<file path="src/rtl/nand_move_pkg.sv">
package nand_move_pkg;

  typedef enum logic [1:0] {
    BUS_CMD  = 2'd0,
    BUS_ADDR = 2'd1,
    BUS_DIN  = 2'd2,
    BUS_RD   = 2'd3
  } bus_kind_e;

  localparam logic [7:0] OP_SRC_LOAD   = 8'h00;
  localparam logic [7:0] OP_SRC_COMMIT = 8'h35;
  localparam logic [7:0] OP_DST_OPEN   = 8'h85;
  localparam logic [7:0] OP_DST_COMMIT = 8'h10;
  localparam logic [7:0] OP_PROG_STAT  = 8'h70;
  localparam logic [7:0] OP_EDC_STAT   = 8'h7B;

  // Byte idx of a little-endian multi-byte value (byte 0 leaves first).
  function automatic logic [7:0] pick_byte(input logic [63:0] val, input int unsigned idx);
    return val[idx*8 +: 8];
  endfunction

  // Status byte decode: bit 0 high means the operation failed.
  function automatic logic stat_fail(input logic [7:0] stat);
    return stat[0];
  endfunction

endpackage

</file>
<file path="src/rtl/nand_bus_cycle.sv">
module nand_bus_cycle
  import nand_move_pkg::*;
#(
  parameter int T_WL  = 2,
  parameter int T_WH  = 2,
  parameter int T_WHR = 3,
  parameter int T_RL  = 2,
  parameter int T_RH  = 2
) (
  input  logic        clk_i,
  input  logic        rst_ni,
  input  logic        start_i,
  input  bus_kind_e   kind_i,
  input  logic [7:0]  byte_i,
  output logic        done_o,
  output logic        idle_o,
  output logic [7:0]  rd_byte_o,
  output logic        cle_o,
  output logic        ale_o,
  output logic        we_no,
  output logic        re_no,
  output logic [7:0]  io_o,
  output logic        io_oe_o,
  input  logic [7:0]  io_i
);

  localparam int CW = $clog2(T_WL + T_WH + T_WHR + T_RL + T_RH + 1);

  typedef enum logic [1:0] {PH_IDLE, PH_PRE, PH_LOW, PH_HIGH} phase_e;

  phase_e     ph_q;
  logic [CW-1:0] cnt_q;
  bus_kind_e  kind_q;
  logic [7:0] byte_q;
  logic [7:0] rd_q;
  logic       is_rd;
  logic       last;
  int unsigned len;

  assign is_rd = (kind_q == BUS_RD);

  always_comb begin
    case (ph_q)
      PH_PRE:  len = T_WHR;
      PH_LOW:  len = is_rd ? T_RL : T_WL;
      PH_HIGH: len = is_rd ? T_RH : T_WH;
      default: len = 1;
    endcase
    last = (cnt_q == CW'(len - 1));
  end

  always_ff @(posedge clk_i or negedge rst_ni) begin
    if (!rst_ni) begin
      ph_q   <= PH_IDLE;
      cnt_q  <= '0;
      kind_q <= BUS_CMD;
      byte_q <= '0;
      rd_q   <= '0;
    end else begin
      case (ph_q)
        PH_IDLE: if (start_i) begin
          kind_q <= kind_i;
          byte_q <= byte_i;
          cnt_q  <= '0;
          ph_q   <= (kind_i == BUS_RD) ? PH_PRE : PH_LOW;
        end
        PH_PRE: begin
          cnt_q <= last ? '0 : cnt_q + 1'b1;
          if (last) ph_q <= PH_LOW;
        end
        PH_LOW: begin
          cnt_q <= last ? '0 : cnt_q + 1'b1;
          if (last) begin
            ph_q <= PH_HIGH;
            if (is_rd) rd_q <= io_i;
          end
        end
        default: begin
          cnt_q <= last ? '0 : cnt_q + 1'b1;
          if (last) ph_q <= PH_IDLE;
        end
      endcase
    end
  end

  logic active;
  assign active    = (ph_q != PH_IDLE);
  assign idle_o    = !active;
  assign done_o    = (ph_q == PH_HIGH) && last;
  assign rd_byte_o = rd_q;
  assign cle_o     = active && (kind_q == BUS_CMD);
  assign ale_o     = active && (kind_q == BUS_ADDR);
  assign we_no     = !((ph_q == PH_LOW) && !is_rd);
  assign re_no     = !((ph_q == PH_LOW) && is_rd);
  assign io_oe_o   = active && !is_rd;
  assign io_o      = io_oe_o ? byte_q : 8'h00;

  p_latch_excl_r10: assert property (@(posedge clk_i) disable iff (!rst_ni)
    !(cle_o && ale_o));
  p_strobe_excl_r10: assert property (@(posedge clk_i) disable iff (!rst_ni)
    !(!we_no && !re_no));
  p_oe_off_in_read_r10: assert property (@(posedge clk_i) disable iff (!rst_ni)
    !re_no |-> !io_oe_o);
  p_start_when_idle_r12: assert property (@(posedge clk_i) disable iff (!rst_ni)
    start_i |-> idle_o);

endmodule

</file>
<file path="src/rtl/nand_busy_wait.sv">
module nand_busy_wait #(
  parameter int T_WB  = 6,
  parameter int TMO_W = 16
) (
  input  logic             clk_i,
  input  logic             rst_ni,
  input  logic             arm_i,
  input  logic             rb_ni,
  input  logic [TMO_W-1:0] limit_i,
  output logic             ready_o,
  output logic             tmo_o,
  output logic             polling_o
);

  localparam int HW = $clog2(T_WB + 1);

  typedef enum logic [1:0] {W_IDLE, W_SETTLE, W_POLL} wstate_e;

  wstate_e          st_q;
  logic [HW-1:0]    hold_q;
  logic [TMO_W-1:0] low_q;

  assign polling_o = (st_q == W_POLL);
  assign ready_o   = polling_o && rb_ni;
  assign tmo_o     = polling_o && !rb_ni && (low_q >= limit_i - 1'b1);

  always_ff @(posedge clk_i or negedge rst_ni) begin
    if (!rst_ni) begin
      st_q   <= W_IDLE;
      hold_q <= '0;
      low_q  <= '0;
    end else begin
      case (st_q)
        W_IDLE: if (arm_i) begin
          st_q   <= W_SETTLE;
          hold_q <= '0;
        end
        W_SETTLE: begin
          hold_q <= hold_q + 1'b1;
          if (hold_q == HW'(T_WB - 1)) begin
            st_q  <= W_POLL;
            low_q <= '0;
          end
        end
        default: begin
          if (ready_o || tmo_o) st_q <= W_IDLE;
          else low_q <= low_q + 1'b1;
        end
      endcase
    end
  end

  p_settle_not_skipped_r2: assert property (@(posedge clk_i) disable iff (!rst_ni)
    (st_q == W_SETTLE) |=> (st_q != W_IDLE));
  p_tmo_needs_low_r8: assert property (@(posedge clk_i) disable iff (!rst_ni)
    (polling_o && rb_ni) |-> !tmo_o);

endmodule

</file>
<file path="src/rtl/nand_col_track.sv">
module nand_col_track #(
  parameter int MAX_PATCH = 4,
  parameter int COL_W     = 16
) (
  input  logic             clk_i,
  input  logic             rst_ni,
  input  logic             clear_i,
  input  logic             rec_i,
  input  logic [COL_W-1:0] col_i,
  output logic             hit_o
);

  localparam int PW = (MAX_PATCH > 1) ? $clog2(MAX_PATCH) : 1;

  logic [COL_W-1:0] col_q [MAX_PATCH];
  logic [MAX_PATCH-1:0] vld_q;
  logic [MAX_PATCH-1:0] match;
  logic [PW-1:0] ptr_q;

  for (genvar g = 0; g < MAX_PATCH; g++) begin : g_slot
    assign match[g] = vld_q[g] && (col_q[g] == col_i);
    always_ff @(posedge clk_i or negedge rst_ni) begin
      if (!rst_ni) begin
        col_q[g] <= '0;
        vld_q[g] <= 1'b0;
      end else if (clear_i) begin
        vld_q[g] <= 1'b0;
      end else if (rec_i && (ptr_q == PW'(g))) begin
        col_q[g] <= col_i;
        vld_q[g] <= 1'b1;
      end
    end
  end

  assign hit_o = |match;

  always_ff @(posedge clk_i or negedge rst_ni) begin
    if (!rst_ni)      ptr_q <= '0;
    else if (clear_i) ptr_q <= '0;
    else if (rec_i)   ptr_q <= ptr_q + 1'b1;
  end

  p_no_record_on_hit_r5: assert property (@(posedge clk_i) disable iff (!rst_ni)
    (rec_i && !clear_i) |=> (vld_q != '0));

endmodule

</file>
<file path="src/rtl/nand_move_seq.sv">
module nand_move_seq
  import nand_move_pkg::*;
#(
  parameter int ADDR_CYC  = 5,
  parameter int COL_CYC   = 2,
  parameter int MAX_PATCH = 4,
  parameter int TMO_W     = 16,
  parameter int T_WL      = 2,
  parameter int T_WH      = 2,
  parameter int T_WHR     = 3,
  parameter int T_RL      = 2,
  parameter int T_RH      = 2,
  parameter int T_WB      = 6,
  localparam int AW       = 8 * ADDR_CYC,
  localparam int COL_W    = 8 * COL_CYC,
  localparam int CNTW     = $clog2(MAX_PATCH + 1),
  localparam int PIW      = (MAX_PATCH > 1) ? $clog2(MAX_PATCH) : 1
) (
  input  logic             clk_i,
  input  logic             rst_ni,
  input  logic             start_i,
  input  logic [AW-1:0]    src_addr_i,
  input  logic [AW-1:0]    dst_addr_i,
  input  logic             edc_en_i,
  input  logic [CNTW-1:0]  patch_cnt_i,
  output logic [PIW-1:0]   patch_idx_o,
  input  logic [COL_W-1:0] patch_col_i,
  input  logic [7:0]       patch_byte_i,
  input  logic [TMO_W-1:0] tmo_limit_i,
  output logic             busy_o,
  output logic             done_o,
  output logic             prog_fail_o,
  output logic             edc_fail_o,
  output logic             tmo_err_o,
  output logic             dup_err_o,
  output logic             nand_cle_o,
  output logic             nand_ale_o,
  output logic             nand_we_no,
  output logic             nand_re_no,
  output logic [7:0]       nand_io_o,
  output logic             nand_io_oe_o,
  input  logic [7:0]       nand_io_i,
  input  logic             nand_rb_ni
);

  localparam int AIW = $clog2(ADDR_CYC);

  typedef enum logic [4:0] {
    ST_IDLE, ST_SRC_CMD, ST_SRC_ADR, ST_SRC_CFM, ST_SRC_WAIT,
    ST_DST_CMD, ST_DST_ADR, ST_PSEL, ST_P_CMD, ST_P_COL, ST_P_DAT,
    ST_DST_CFM, ST_DST_WAIT, ST_STAT_CMD, ST_STAT_RD, ST_EDC_CMD,
    ST_EDC_RD, ST_DONE
  } seq_e;

  seq_e             st_q;
  logic [AW-1:0]    src_q, dst_q;
  logic             edc_q;
  logic [CNTW-1:0]  cnt_q, pidx_q;
  logic [TMO_W-1:0] lim_q;
  logic [AIW-1:0]   aidx_q;
  logic [COL_W-1:0] pcol_q;
  logic [7:0]       pbyte_q;
  logic             launched_q;

  // Named internal events
  logic       bus_req, bus_done, bus_idle, is_wait, wait_arm;
  logic       wt_ready, wt_tmo, wt_poll, col_hit;
  logic       psel_end, psel_dup, psel_take, accept;
  bus_kind_e  bus_kind;
  logic [7:0] bus_byte, rd_byte;

  assign accept    = (st_q == ST_IDLE) && start_i;
  assign is_wait   = (st_q == ST_SRC_WAIT) || (st_q == ST_DST_WAIT);
  assign wait_arm  = is_wait && !launched_q;
  assign psel_end  = (st_q == ST_PSEL) && (pidx_q == cnt_q);
  assign psel_dup  = (st_q == ST_PSEL) && !psel_end && edc_q && col_hit;
  assign psel_take = (st_q == ST_PSEL) && !psel_end && !psel_dup;

  always_comb begin
    bus_req  = 1'b1;
    bus_kind = BUS_CMD;
    bus_byte = 8'h00;
    case (st_q)
      ST_SRC_CMD:  bus_byte = OP_SRC_LOAD;
      ST_SRC_ADR:  begin bus_kind = BUS_ADDR; bus_byte = pick_byte(64'(src_q), aidx_q); end
      ST_SRC_CFM:  bus_byte = OP_SRC_COMMIT;
      ST_DST_CMD:  bus_byte = OP_DST_OPEN;
      ST_DST_ADR:  begin bus_kind = BUS_ADDR; bus_byte = pick_byte(64'(dst_q), aidx_q); end
      ST_P_CMD:    bus_byte = OP_DST_OPEN;
      ST_P_COL:    begin bus_kind = BUS_ADDR; bus_byte = pick_byte(64'(pcol_q), aidx_q); end
      ST_P_DAT:    begin bus_kind = BUS_DIN; bus_byte = pbyte_q; end
      ST_DST_CFM:  bus_byte = OP_DST_COMMIT;
      ST_STAT_CMD: bus_byte = OP_PROG_STAT;
      ST_STAT_RD:  bus_kind = BUS_RD;
      ST_EDC_CMD:  bus_byte = OP_EDC_STAT;
      ST_EDC_RD:   bus_kind = BUS_RD;
      default:     bus_req  = 1'b0;
    endcase
  end

  nand_bus_cycle #(
    .T_WL(T_WL), .T_WH(T_WH), .T_WHR(T_WHR), .T_RL(T_RL), .T_RH(T_RH)
  ) bus_i (
    .clk_i     (clk_i),
    .rst_ni    (rst_ni),
    .start_i   (bus_req && !launched_q),
    .kind_i    (bus_kind),
    .byte_i    (bus_byte),
    .done_o    (bus_done),
    .idle_o    (bus_idle),
    .rd_byte_o (rd_byte),
    .cle_o     (nand_cle_o),
    .ale_o     (nand_ale_o),
    .we_no     (nand_we_no),
    .re_no     (nand_re_no),
    .io_o      (nand_io_o),
    .io_oe_o   (nand_io_oe_o),
    .io_i      (nand_io_i)
  );

  nand_busy_wait #(.T_WB(T_WB), .TMO_W(TMO_W)) wait_i (
    .clk_i     (clk_i),
    .rst_ni    (rst_ni),
    .arm_i     (wait_arm),
    .rb_ni     (nand_rb_ni),
    .limit_i   (lim_q),
    .ready_o   (wt_ready),
    .tmo_o     (wt_tmo),
    .polling_o (wt_poll)
  );

  nand_col_track #(.MAX_PATCH(MAX_PATCH), .COL_W(COL_W)) track_i (
    .clk_i   (clk_i),
    .rst_ni  (rst_ni),
    .clear_i (accept),
    .rec_i   (psel_take),
    .col_i   (patch_col_i),
    .hit_o   (col_hit)
  );

  always_ff @(posedge clk_i or negedge rst_ni) begin
    if (!rst_ni) begin
      st_q        <= ST_IDLE;
      src_q       <= '0;
      dst_q       <= '0;
      edc_q       <= 1'b0;
      cnt_q       <= '0;
      pidx_q      <= '0;
      lim_q       <= '0;
      aidx_q      <= '0;
      pcol_q      <= '0;
      pbyte_q     <= '0;
      launched_q  <= 1'b0;
      prog_fail_o <= 1'b0;
      edc_fail_o  <= 1'b0;
      tmo_err_o   <= 1'b0;
      dup_err_o   <= 1'b0;
    end else begin
      if ((bus_req || wait_arm) && !launched_q) launched_q <= 1'b1;
      if (bus_done || wt_ready || wt_tmo) launched_q <= 1'b0;

      case (st_q)
        ST_IDLE: if (start_i) begin
          src_q       <= src_addr_i;
          dst_q       <= dst_addr_i;
          edc_q       <= edc_en_i;
          cnt_q       <= (patch_cnt_i > CNTW'(MAX_PATCH)) ? CNTW'(MAX_PATCH) : patch_cnt_i;
          lim_q       <= tmo_limit_i;
          prog_fail_o <= 1'b0;
          edc_fail_o  <= 1'b0;
          tmo_err_o   <= 1'b0;
          dup_err_o   <= 1'b0;
          st_q        <= ST_SRC_CMD;
        end
        ST_SRC_CMD: if (bus_done) begin aidx_q <= '0; st_q <= ST_SRC_ADR; end
        ST_SRC_ADR: if (bus_done) begin
          aidx_q <= aidx_q + 1'b1;
          if (aidx_q == AIW'(ADDR_CYC - 1)) st_q <= ST_SRC_CFM;
        end
        ST_SRC_CFM: if (bus_done) st_q <= ST_SRC_WAIT;
        ST_SRC_WAIT: begin
          if (wt_ready)    st_q <= ST_DST_CMD;
          else if (wt_tmo) st_q <= ST_DONE;
        end
        ST_DST_CMD: if (bus_done) begin aidx_q <= '0; st_q <= ST_DST_ADR; end
        ST_DST_ADR: if (bus_done) begin
          aidx_q <= aidx_q + 1'b1;
          if (aidx_q == AIW'(ADDR_CYC - 1)) begin
            pidx_q <= '0;
            st_q   <= ST_PSEL;
          end
        end
        ST_PSEL: begin
          if (psel_end) st_q <= ST_DST_CFM;
          else if (psel_dup) begin
            dup_err_o <= 1'b1;
            pidx_q    <= pidx_q + 1'b1;
          end else begin
            pcol_q  <= patch_col_i;
            pbyte_q <= patch_byte_i;
            aidx_q  <= '0;
            st_q    <= ST_P_CMD;
          end
        end
        ST_P_CMD: if (bus_done) st_q <= ST_P_COL;
        ST_P_COL: if (bus_done) begin
          aidx_q <= aidx_q + 1'b1;
          if (aidx_q == AIW'(COL_CYC - 1)) st_q <= ST_P_DAT;
        end
        ST_P_DAT: if (bus_done) begin
          pidx_q <= pidx_q + 1'b1;
          st_q   <= ST_PSEL;
        end
        ST_DST_CFM: if (bus_done) st_q <= ST_DST_WAIT;
        ST_DST_WAIT: begin
          if (wt_ready)    st_q <= ST_STAT_CMD;
          else if (wt_tmo) st_q <= ST_DONE;
        end
        ST_STAT_CMD: if (bus_done) st_q <= ST_STAT_RD;
        ST_STAT_RD: if (bus_done) begin
          prog_fail_o <= stat_fail(rd_byte);
          st_q        <= edc_q ? ST_EDC_CMD : ST_DONE;
        end
        ST_EDC_CMD: if (bus_done) st_q <= ST_EDC_RD;
        ST_EDC_RD: if (bus_done) begin
          edc_fail_o <= stat_fail(rd_byte);
          st_q       <= ST_DONE;
        end
        default: st_q <= ST_IDLE;
      endcase

      if (is_wait && wt_tmo) begin
        tmo_err_o   <= 1'b1;
        prog_fail_o <= 1'b1;
        edc_fail_o  <= 1'b1;
      end
    end
  end

  assign busy_o      = (st_q != ST_IDLE);
  assign done_o      = (st_q == ST_DONE);
  assign patch_idx_o = pidx_q[PIW-1:0];

  p_done_single_r9: assert property (@(posedge clk_i) disable iff (!rst_ni)
    done_o |=> !done_o);
  p_flags_held_r9: assert property (@(posedge clk_i) disable iff (!rst_ni)
    (!busy_o && !start_i) |=> $stable({prog_fail_o, edc_fail_o, tmo_err_o, dup_err_o}));
  p_quiet_in_wait_r2: assert property (@(posedge clk_i) disable iff (!rst_ni)
    is_wait |-> (nand_we_no && nand_re_no && bus_idle));
  p_dup_skipped_r5: assert property (@(posedge clk_i) disable iff (!rst_ni)
    psel_dup |=> (st_q == ST_PSEL));
  p_no_edc_query_r7: assert property (@(posedge clk_i) disable iff (!rst_ni)
    (st_q == ST_STAT_RD && bus_done && !edc_q) |=> done_o);
  p_tmo_stops_r8: assert property (@(posedge clk_i) disable iff (!rst_ni)
    (is_wait && wt_tmo) |=> (done_o && tmo_err_o));
  p_start_ignored_r12: assert property (@(posedge clk_i) disable iff (!rst_ni)
    (busy_o && start_i) |=> $stable({src_q, dst_q}));

endmodule

</file>
<file path="config.mk">
export PLATFORM = sky130hd
export DESIGN_NAME = nand_move_seq
export DESIGN_NICKNAME = d
export VERILOG_FILES = /design/src/rtl/nand_move_pkg.sv /design/src/rtl/nand_bus_cycle.sv /design/src/rtl/nand_busy_wait.sv /design/src/rtl/nand_col_track.sv /design/src/rtl/nand_move_seq.sv
export SDC_FILE = /design/constraint.sdc
export NUM_CORES = 1
export LEC_CHECK = 0
export ABC_AREA = 1
export BUFFER_PORTS_ARGS = -buffer_cell sky130_fd_sc_hd__buf_2
export CAP_MARGIN = 15
export CELL_PAD_IN_SITES_DETAIL_PLACEMENT = 1
export CELL_PAD_IN_SITES_GLOBAL_PLACEMENT = 1
export CORE_MARGIN = 5
export CORE_UTILIZATION = 43
export DETAILED_ROUTE_END_ITERATION = 6
export PLACE_DENSITY_LB_ADDON = 0.1
export SETUP_SLACK_MARGIN = 0.4
export SYNTH_ARGS = -nofsm -noshare
export SYNTH_HDL_FRONTEND = slang
export SYNTH_SLANG_ARGS = --single-unit
</file>
<file path="constraint.sdc">
create_clock -name clk_i -period 4.37 [get_ports clk_i]
set_input_delay 0 -clock clk_i [delete_from_list [all_inputs] [get_ports clk_i]]
set_output_delay 0 -clock clk_i [all_outputs]
set_load 0.02 [all_outputs]
</file>
==> flow_summary.json <==
{
  "fmax_mhz": 286.7,
  "tightest_slew_ps": 1059,
  "nets": 2221,
  "die_w_um": 187.3,
  "crit_path_max_fanout": 12,
  "grt_overflow": 0,
  "rrSetupSlack_ps": 880,
  "grt_max_degree": 116,
  "syn_nets": 1962,
  "portBuffers": 149,
  "io_pins": 157,
  "cts-root-buf": "clkbuf_16",
  "ys_types": 42,
  "htree_num_levels": 1,
  "antenna_left": 0,
  "grt_pass1_wl_um": 71310,
  "grt_pass1_vias": 13610,
  "place_area_um2": 14450,
  "syn-cell-area_um2": 13510,
  "drt_wl_total_um": 43470,
  "timing.rr.end": "wait_i.low_q[1]",
  "initial_core_util_pct": 43.16,
  "antenna_found_initial": 4,
  "r2r-start": "lim_q[0]",
  "ys_warn_count": 0,
  "drtPass1Iterations": 5,
  "fin_tns_setup_ps": 0,
  "clock_skew_ps": 25.38,
  "dr_total_vias": 12740,
  "drive_gt1_share_pct": 13.76,
  "path_cells": "inv_1 > ha_1 > nand2_1 > nor3_2 > nor3b_4 > nand3_1 > nor2_1 > xor2_1 > inv_1 > ha_1 > nand2_1 > inv_1 > nand3_1 > nor3_1 > nand2_1 > nand2_1 > nand2_2 > nand3_1 > nand2_1 > buf_4 > nand3_1 > o21ai_0",
  "ys_seq_area_share_pct": 45.92,
  "vdd.ir_drop.worst_mv": 0.3527,
  "endpoint": "wait_i.low_q[1]",
  "syn_inst": 1793,
  "async_flop_share_pct": 100.0,
  "die_area_um2": 35070,
  "syn2layout_area_growth_pct": 24.04,
  "worstPathRequired_ps": 4800,
  "hold_viol": 0,
  "postLayoutCellArea_um2": 16760,
  "hold_path.class": "primary input to asynchronous set/reset pin",
  "clk_pin_slew_ps": 60,
  "setup_viol_count_final": 0,
  "remaining_drc_errors": 0,
  "cts_tree": "done",
  "mostFrequentLayoutCells": "nand2_1, dfrtp_1, buf_2",
  "drv_cap": 0,
  "crit_path_end_kind": "register",
  "crit_start": "lim_q[0]",
  "clockBufferDepth": 3,
  "criticalPathCategory": "register to register",
  "synth-main-ff-cell": "dfrtp_1",
  "r2r_cells": 22,
  "synth-seq-cells": 248,
  "wl_per_cell_um": 17.55,
  "max_stage_delay_ps": 370,
  "vias_per_cell": 5.143,
  "slew-limit-headroom_pct": 29.39,
  "leakagePower_uw": 0.008538,
  "track_usage_pct": 24.55,
  "cpMostUsedCell": "nand2_1",
  "dr.first_iter.drc_count": 706,
  "core_um2": 31310,
  "crit_path_top_delay_cell": "dfrtp_1",
  "cts_setup_buffers": 0,
  "p_per_area_nw_per_um2": 562.8,
  "final_max_slew_viol_count": 0,
  "numCtsBuffers": 29,
  "final_core_util_pct": 53.54,
  "routabilityCongestion": 0.9062,
  "synth-edff-count": 0,
  "post-route-min-period_ps": 3488,
  "clock_sinks": 248,
  "crit_arrival_ps": 3920,
  "avgSynthCellArea_um2": 7.537,
  "cp-start-kind": "register",
  "dp_hpwl_um": 28560,
  "rows": 65,
  "rsz0062_at_grt": "no",
  "post-route-period-util_pct": 79.82,
  "final_common_cell": "nand2_1",
  "status": "complete, no violations",
  "insertion_delay_ps": 580,
  "die_y_um": 187.3
}
[cell type report]
class	count	area, µm²
Antenna cell	4	10.01
Clock buffer	43	818.3
Clock inverter	7	100.1
Fill cell	3910	14550
Inverter	164	615.6
Multi-Input combinational cell	1315	6304
Sequential cell	248	6206
Tap cell	402	503.0
Timing Repair Buffer	294	2207
[logic make-up (layout without fill, tap and decap cells)]
logic type,count (synthesis),after routing,share of synthesized area (%)
other,0,4,0
and+or+nand+nor,1030,1030,31.46
AOI/OAI and AO/OA,209,209,9.073
DFF,248,248,45.92
buffers and inverters,230,508,7.703
xor gates and xnor gates,43,43,2.787
adders and majority gates,33,33,3.055
[stage by stage]
step	hold WS [ps]	setup WS (ps)	total power, µW	std cells
after CTS	3.332	589.4	9443	2473
after global routing	49.73	474.3	10160	2477
after floorplan	-295.6	1122	5839	1793
after detailed placement	131.7	581.4	6873	2288
after global placement	141.6	721.6	6721	2288
final	29.26	881.7	9435	2477
[cell usage after synthesis (10+ instances only)]
library cell,count,area (µm²)
inv_2,25,93.84
dfrtp_1,248,6206
buf_2,25,125.1
nor3_1,20,100.1
nor2_1,119,446.7
o21ai_2,24,210.2
buf_6,17,191.4
nand4_1,23,143.9
nand3_1,73,365.4
ha_1,33,412.9
clkbuf_1,17,63.81
nand2_1,756,2838
a21oi_1,29,145.1
inv_1,137,514.2
o21ai_1,78,390.4
xor2_1,31,271.5
o21ai_0,49,245.2
xnor2_1,12,105.1
o211ai_1,10,75.07
[how the worst min path moves through the flow]
stage               cells past startpoint  slack (ps)         to  startpoint
global placement                        1         140   lim_q[4]      rst_ni
global route                            5          50  lim_q[12]     start_i
detailed placement                      1         130   lim_q[4]      rst_ni
floorplan                               0        -300  aidx_q[0]      rst_ni
finish                                  2          30   lim_q[4]      rst_ni
CTS                                     5           3   lim_q[4]     start_i
[flip-flops by register name, summed over array words and instances (netlist names), 5 cells and up]
name	flops
src_q	40
wait_i.low_q	16
dst_q	40
pcol_q	16
lim_q	16
pbyte_q	8
st_q	5
bus_i.byte_q	8
track_i.col_q	64
[what timing repair did]
item                                   in CTS  in global routing
endpoints found under the hold margin     303                  0
hold buffers                              135                  0
gates resized for setup                     0                  6
setup endpoints to repair                   0                 17
[critical path, delay by kind of cell, from the launching register on]
family                     cells  cell delay [ps]
AOI/OAI and AO/OA              1               90
xor gates and xnor gates       1              150
adders and majority gates      2              470
buffers and inverters          4              440
DFF                            1              370
and+or+nand+nor               14             1840
[where the power goes]
part           total [µW]  switching (µW)  internal [µW]
sequential           3610             568           3050
clock                2400             998           1410
combinational        3420            2200           1220
[metal layers]
metal / share of wire, % / vias to the layer above / track usage, % / routed length, µm
met5: 0 / - / 0 / 0
met4: 3.2 / 0 / 7.708 / 1389
met3: 3.4 / 96 / 3.341 / 1495
met2: 49 / 232 / 43.13 / 21430
met1: 44 / 6232 / 31.48 / 19160
li1: - / 6179 / - / -
(Power assumes the default switching activity.)
